**config.mk**
```make
export PLATFORM = sky130hd
export DESIGN_NAME = sweep_quad_accum
export DESIGN_NICKNAME = d
export VERILOG_FILES = /design/src/rtl/sqa_pkg.sv /design/src/rtl/sqa_sequencer.sv /design/src/rtl/sqa_accum.sv /design/src/rtl/sqa_readout.sv /design/src/rtl/sweep_quad_accum.sv
export SDC_FILE = /design/constraint.sdc
export NUM_CORES = 1
export LEC_CHECK = 0
export BUFFER_PORTS_ARGS = -buffer_cell sky130_fd_sc_hd__buf_4
export CORE_MARGIN = 2
export CORE_UTILIZATION = 34
export DETAILED_ROUTE_END_ITERATION = 10
export PLACE_DENSITY = 0.57
export SLEW_MARGIN = 10
export SYNTH_ARGS = -nofsm -noshare
export SYNTH_HDL_FRONTEND = slang
export SYNTH_HIERARCHICAL = 1
export SYNTH_SLANG_ARGS = --single-unit
```
**constraint.sdc**
```tcl
create_clock -name clk -period 7.95 [get_ports clk]
set_clock_uncertainty 0.2 [all_clocks]
set_input_delay 1.59 -clock clk [delete_from_list [all_inputs] [get_ports clk]]
set_output_delay 1.59 -clock clk [all_outputs]
set_load 0.01 [all_outputs]
```
**src/rtl/sqa_pkg.sv**
```systemverilog
package sqa_pkg;
  typedef enum logic [1:0] {
    PH_DONE  = 2'd0,
    PH_SLEEP = 2'd1,
    PH_ACCUM = 2'd2
  } sqa_phase_e;
endpackage

```
**src/rtl/sqa_sequencer.sv**
```systemverilog
module sqa_sequencer
  import sqa_pkg::*;
#(
  parameter int CNT_W = 32
) (
  input  logic             clk,
  input  logic             rst,
  input  logic             start,
  input  logic [CNT_W-1:0] sleep_cycles,
  input  logic [CNT_W-1:0] avg_cycles,
  output sqa_phase_e       phase,
  output logic             clear,
  output logic             add_en
);
  logic [CNT_W-1:0] cnt, cnt_nxt, sleep_q, avg_q;

  assign cnt_nxt = cnt + 1'b1;
  assign clear   = start;
  assign add_en  = (phase == PH_ACCUM) && !start;

  always_ff @(posedge clk) begin
    if (rst) begin
      phase   <= PH_DONE;
      cnt     <= '0;
      sleep_q <= '0;
      avg_q   <= '0;
    end else if (start) begin
      sleep_q <= sleep_cycles;
      avg_q   <= avg_cycles;
      cnt     <= '0;
      if (sleep_cycles != '0)    phase <= PH_SLEEP;
      else if (avg_cycles != '0) phase <= PH_ACCUM;
      else                       phase <= PH_DONE;
    end else begin
      unique case (phase)
        PH_SLEEP: begin
          if (cnt_nxt == sleep_q) begin
            cnt   <= '0;
            phase <= (avg_q != '0) ? PH_ACCUM : PH_DONE;
          end else begin
            cnt <= cnt_nxt;
          end
        end
        PH_ACCUM: begin
          if (cnt_nxt == avg_q) begin
            cnt   <= '0;
            phase <= PH_DONE;
          end else begin
            cnt <= cnt_nxt;
          end
        end
        default: cnt <= '0;
      endcase
    end
  end
endmodule

```
**src/rtl/sqa_accum.sv**
```systemverilog
module sqa_accum #(
  parameter int DATA_W = 24,
  parameter int ACC_W  = 62
) (
  input  logic              clk,
  input  logic              rst,
  input  logic              clear,
  input  logic              add_en,
  input  logic [DATA_W-1:0] sample,
  output logic [ACC_W-1:0]  sum
);
  localparam int EXT_W = ACC_W - DATA_W;
  logic [ACC_W-1:0] ext;

  assign ext = {{EXT_W{sample[DATA_W-1]}}, sample};

  always_ff @(posedge clk) begin
    if (rst || clear) sum <= '0;
    else if (add_en)  sum <= sum + ext;
  end
endmodule

```
**src/rtl/sqa_readout.sv**
```systemverilog
module sqa_readout #(
  parameter int ACC_W  = 62,
  parameter int WORD_W = 32
) (
  input  logic              clk,
  input  logic              rst,
  input  logic              busy,
  input  logic [ACC_W-1:0]  sum,
  output logic [WORD_W-1:0] word_lo,
  output logic [WORD_W-1:0] word_hi
);
  localparam int HALF = WORD_W - 1;

  always_ff @(posedge clk) begin
    if (rst) begin
      word_lo <= '0;
      word_hi <= '0;
    end else begin
      word_lo <= {busy, sum[HALF-1:0]};
      word_hi <= {busy, sum[ACC_W-1:HALF]};
    end
  end
endmodule

```
**src/rtl/sweep_quad_accum.sv**
```systemverilog
module sweep_quad_accum
  import sqa_pkg::*;
#(
  parameter int DATA_W = 24,
  parameter int ACC_W  = 62,
  parameter int CNT_W  = 32,
  parameter int WORD_W = 32
) (
  input  logic              clk,
  input  logic              rst,
  input  logic              start,
  input  logic [CNT_W-1:0]  sleep_cycles,
  input  logic [CNT_W-1:0]  avg_cycles,
  input  logic [DATA_W-1:0] i_sample,
  input  logic [DATA_W-1:0] q_sample,
  output logic [WORD_W-1:0] rd_i_lo,
  output logic [WORD_W-1:0] rd_i_hi,
  output logic [WORD_W-1:0] rd_q_lo,
  output logic [WORD_W-1:0] rd_q_hi
);
  localparam int NCH = 2;

  sqa_phase_e        phase;
  logic              clear, add_en, busy, sleeping;
  logic [DATA_W-1:0] samp [NCH];
  logic [ACC_W-1:0]  sums [NCH];
  logic [WORD_W-1:0] lo   [NCH];
  logic [WORD_W-1:0] hi   [NCH];

  assign samp[0]  = i_sample;
  assign samp[1]  = q_sample;
  assign busy     = (phase != PH_DONE);
  assign sleeping = (phase == PH_SLEEP);

  sqa_sequencer #(.CNT_W(CNT_W)) u_seq (
    .clk(clk), .rst(rst), .start(start),
    .sleep_cycles(sleep_cycles), .avg_cycles(avg_cycles),
    .phase(phase), .clear(clear), .add_en(add_en)
  );

  for (genvar c = 0; c < NCH; c++) begin : g_ch
    sqa_accum #(.DATA_W(DATA_W), .ACC_W(ACC_W)) u_acc (
      .clk(clk), .rst(rst), .clear(clear), .add_en(add_en),
      .sample(samp[c]), .sum(sums[c])
    );
    sqa_readout #(.ACC_W(ACC_W), .WORD_W(WORD_W)) u_rd (
      .clk(clk), .rst(rst), .busy(busy), .sum(sums[c]),
      .word_lo(lo[c]), .word_hi(hi[c])
    );
  end

  assign rd_i_lo = lo[0];
  assign rd_i_hi = hi[0];
  assign rd_q_lo = lo[1];
  assign rd_q_hi = hi[1];
endmodule

```
==> qor.yml <==
rows: 91
cts.sinks: 348
synth-seq-cells: 348
cts_tree: "built"
clock_power_share_pct: 47.6
routedWlPerCell_um: 19.4
numCtsBuffers: 44
synthAdderAreaFrac_pct: 7.54
status: "finished clean"
path_depth: 10
synth_area_per_cell_um2: 8.40
track_usage_pct: 21.0
slowest_stage: "a2111o_2"
synth_nets: 2775
cp_num_buf_inv: 1
crit_path_max_incr_delay_ns: 0.82
drt-initial-drc-count: 1297
ant_nets: 0
pre_cts_slack_ns: 2.98
slew_violations: 0
crit_chain: "nand3_1 > nor4_2 > buf_4 > a21oi_1 > or4_1 > or4_1 > or4_1 > o41ai_2 > a2111o_2 > a21oi_1"
grt_start_max_net_pins: 89
postCtsSetupBuffers: 0
p_int_w: 0.00322
r2r_end: "u_seq/cnt[5]$_SDFF_PP0_"
p_leak_nw: 10.1
antenna_found_initial: 2
fillers: 6354
pwr-share-comb_pct: 10.8
cts_resized: 0
synth_cells: 2533
worstPathArrival_ns: 5.05
core_um2: 61800
initial_core_util_pct: 34.4
clockBufferDepth: 3
critical_path.most_common_cell: "or4_1"
power_density_nw_per_um2: 173
cts.root.buffer_cell: "clkbuf_16"
synth_top_family_by_area: "simple AND/OR/NAND/NOR gates"
grt_pass1_wl_um: 107000
worstSetupEndpointType: "flop"
ios: 243
crit_start: "u_seq/cnt[2]$_SDFF_PP0_"
post-route-min-period_ns: 4.85
die_y_um: 254
layout_setup_ws_ns: 3.10
clk-insertion-delay-late_ns: 0.58
critPathLaunchType: "flop"
fmax_ghz: 0.206
r2r_cells: 10
seq_power_share_pct: 41.6
critPathKind: "reg2reg"
final_hold_viol_count: 0
dieArea_um2: 64600
synthMuxAreaShare_pct: 5.99
ys_types: 88
grt_overflow: 0
fp.dieW_um: 254
max-cap-violations: 0
switching_share_pct: 26.2
cts_htree_levels: 2
synth_edf_count: 0
power_switching_w: 0.00114
finalCritPeriodShare_pct: 60.9
p_total_w: 0.00436
synth-compound-area-share_pct: 19.0
clk_pin_slew_ns: 0.06
synth_seq_area_share_pct: 32.7
synthSimpleGateAreaFrac_pct: 24.1
cp_top_family: "simple AND/OR/NAND/NOR gates"
critPathCapture: "u_seq/cnt[5]$_SDFF_PP0_"
setup_viol: 0
detail_route.first_pass.iterations: 6
drc: 0
ys_async_sr_fraction_pct: 0
dp_hpwl_um: 52200
r2r_start: "u_seq/cnt[2]$_SDFF_PP0_"
final_util_pct: 40.6
layout.nets: 2932
syn_to_final_growth_pct: 18.1
max-vdd-ir-drop_v: 0.000167
final.setup.tns_ns: 0
r2r_setup_slack_ns: 3.10
ys.flop_type: "dfxtp_1"
avgViaCountPerCell: 5.45
cp_max_fo: 32
routed_wl_um: 69200
ctsHoldBuffers: 0
relSlewSlack_pct: 31.3
num_vias: 19426
cp.required_ns: 8.16
rsz0062_at_grt: "no"
gp_congestion: 0.936
worst_slew_pin_slew_ns: 1.03
synthXorXnorAreaFrac_pct: 6.95
drive_gt1_share_pct: 15.0
synth_area_um2: 21300
port_buffers: 242
ys.warnings.count: 6
grt_pass1_vias: 19148
hold_class: "reg2reg"
[stage by stage]
| stage | hold WS [ns] | instance area [um2] | std cells |
|---|---|---|---|
| 5_1_grt | 0.280 | 25100 | 3564 |
| 4_1_cts | 0.268 | 25100 | 3563 |
| 6_report | 0.264 | 25100 | 3565 |
| 2_1_floorplan | 0.238 | 21300 | 2533 |
| 3_3_place_gp | 0.258 | 23600 | 3481 |
| 3_5_place_dp | 0.259 | 23600 | 3481 |
[synthesized netlist by cell type, drive strengths merged (28+ instances only)]
master	count	area [um2]
ha	125	1560
buf	57	319
clkbuf	83	313
inv	41	154
xor2	68	596
a211oi	28	230
mux2i	124	1240
o211ai	32	260
a21o	33	248
nor2b	151	945
a21oi	180	908
nor2	251	1010
xnor2	88	771
nor4	46	322
dfxtp	348	6970
nand2	209	790
o21ai	156	803
nand4	77	537
nand3	63	315
nor3	31	175
[tightest hold or removal path, cell delays in order (launching register included)]
cell     delay [ns]
dfxtp_1        0.32
nand2_1        0.05
o21ai_1        0.05
[power by group through the flow]
stage	registers [W]	logic [W]	clock network [W]
floorplan	0.00184	0.000311	0
global placement	0.00185	0.000463	0
detailed placement	0.00185	0.000467	0
CTS	0.00181	0.000470	0.00215
global route	0.00182	0.000517	0.00221
finish	0.00181	0.000470	0.00207
[layer usage]
metal / up-vias / global-route usage, % / part of all wire (%)
li1: 9517 / - / -
met1: 9254 / 28.3 / 46
met3: 98 / 3.03 / 5.3
met2: 557 / 34.8 / 46
met5: - / 0 / 0
met4: 0 / 6.18 / 2.5
[how the worst min path moves through the flow]
stage               slack (ns)                          startpoint                            endpoint  cells after the start
finish                    0.26  g_ch[1].u_acc/sum[40]$_SDFFE_PP0P_  g_ch[1].u_acc/sum[40]$_SDFFE_PP0P_                      2
global route              0.28  g_ch[1].u_acc/sum[61]$_SDFFE_PP0P_  g_ch[1].u_acc/sum[61]$_SDFFE_PP0P_                      2
CTS                       0.27  g_ch[1].u_acc/sum[40]$_SDFFE_PP0P_  g_ch[1].u_acc/sum[40]$_SDFFE_PP0P_                      2
detailed placement        0.26  g_ch[1].u_acc/sum[40]$_SDFFE_PP0P_  g_ch[1].u_acc/sum[40]$_SDFFE_PP0P_                      2
global placement          0.26  g_ch[1].u_acc/sum[61]$_SDFFE_PP0P_  g_ch[1].u_acc/sum[61]$_SDFFE_PP0P_                      2
floorplan                 0.24  g_ch[0].u_acc/sum[27]$_SDFFE_PP0P_  g_ch[0].u_acc/sum[27]$_SDFFE_PP0P_                      2
[cell usage in the layout, fill, tap and decap left out, types with 15 or more instances in the layout]
cell type | netlist | routed
nand3_1 | 63 | 63
nand2_1 | 207 | 207
clkbuf_16 | 0 | 45
a211oi_1 | 24 | 24
nor4_1 | 42 | 42
o211ai_1 | 28 | 28
or4_1 | 25 | 25
nor2b_1 | 151 | 150
nand2b_1 | 23 | 23
xnor2_1 | 88 | 88
a31oi_1 | 18 | 18
and2_1 | 16 | 16
dfxtp_1 | 348 | 348
xor2_1 | 68 | 68
o21ai_0 | 106 | 106
o21bai_1 | 26 | 26
and3_1 | 24 | 24
nor3_1 | 27 | 27
o31ai_1 | 15 | 15
buf_4 | 11 | 249
inv_1 | 41 | 41
a21oi_1 | 178 | 178
o21ai_1 | 48 | 48
mux2i_1 | 124 | 124
nand4_1 | 71 | 71
nor2_1 | 226 | 224
or3_1 | 23 | 23
ha_1 | 125 | 125
o21a_1 | 21 | 21
nor2_2 | 24 | 26
a21o_1 | 33 | 33
[logic make-up (layout without fill, tap and decap cells)]
logic type,after synthesis,after routing
other,0,2
AOI/OAI and AO/OA,611,611
DFF,348,348
adders and majority gates,127,127
muxes,127,127
and+or+nand+nor,978,978
xor gates and xnor gates,161,161
buffers and inverters,181,374
[final cells by class]
class	instances	area, um2	area share (%)
diodes	2	5.00	0.0199
clock buffers	57	1250	4.98
clock inverters	25	264	1.05
inverters	41	154	0.612
multi-input cells	2004	13500	53.9
flip-flops and latches	348	6970	27.7
well taps	837	1050	4.17
repair buffers	251	1900	7.56
[registers in the layout (all words and copies together) (netlist names)]
register / flops
g_ch.u_rd/word_lo: 64
u_seq/phase: 2
u_seq/sleep_q: 32
g_ch.u_acc/sum: 124
u_seq/cnt: 32
g_ch.u_rd/word_hi: 62
u_seq/avg_q: 32
Power figures use the tool's default switching activity.
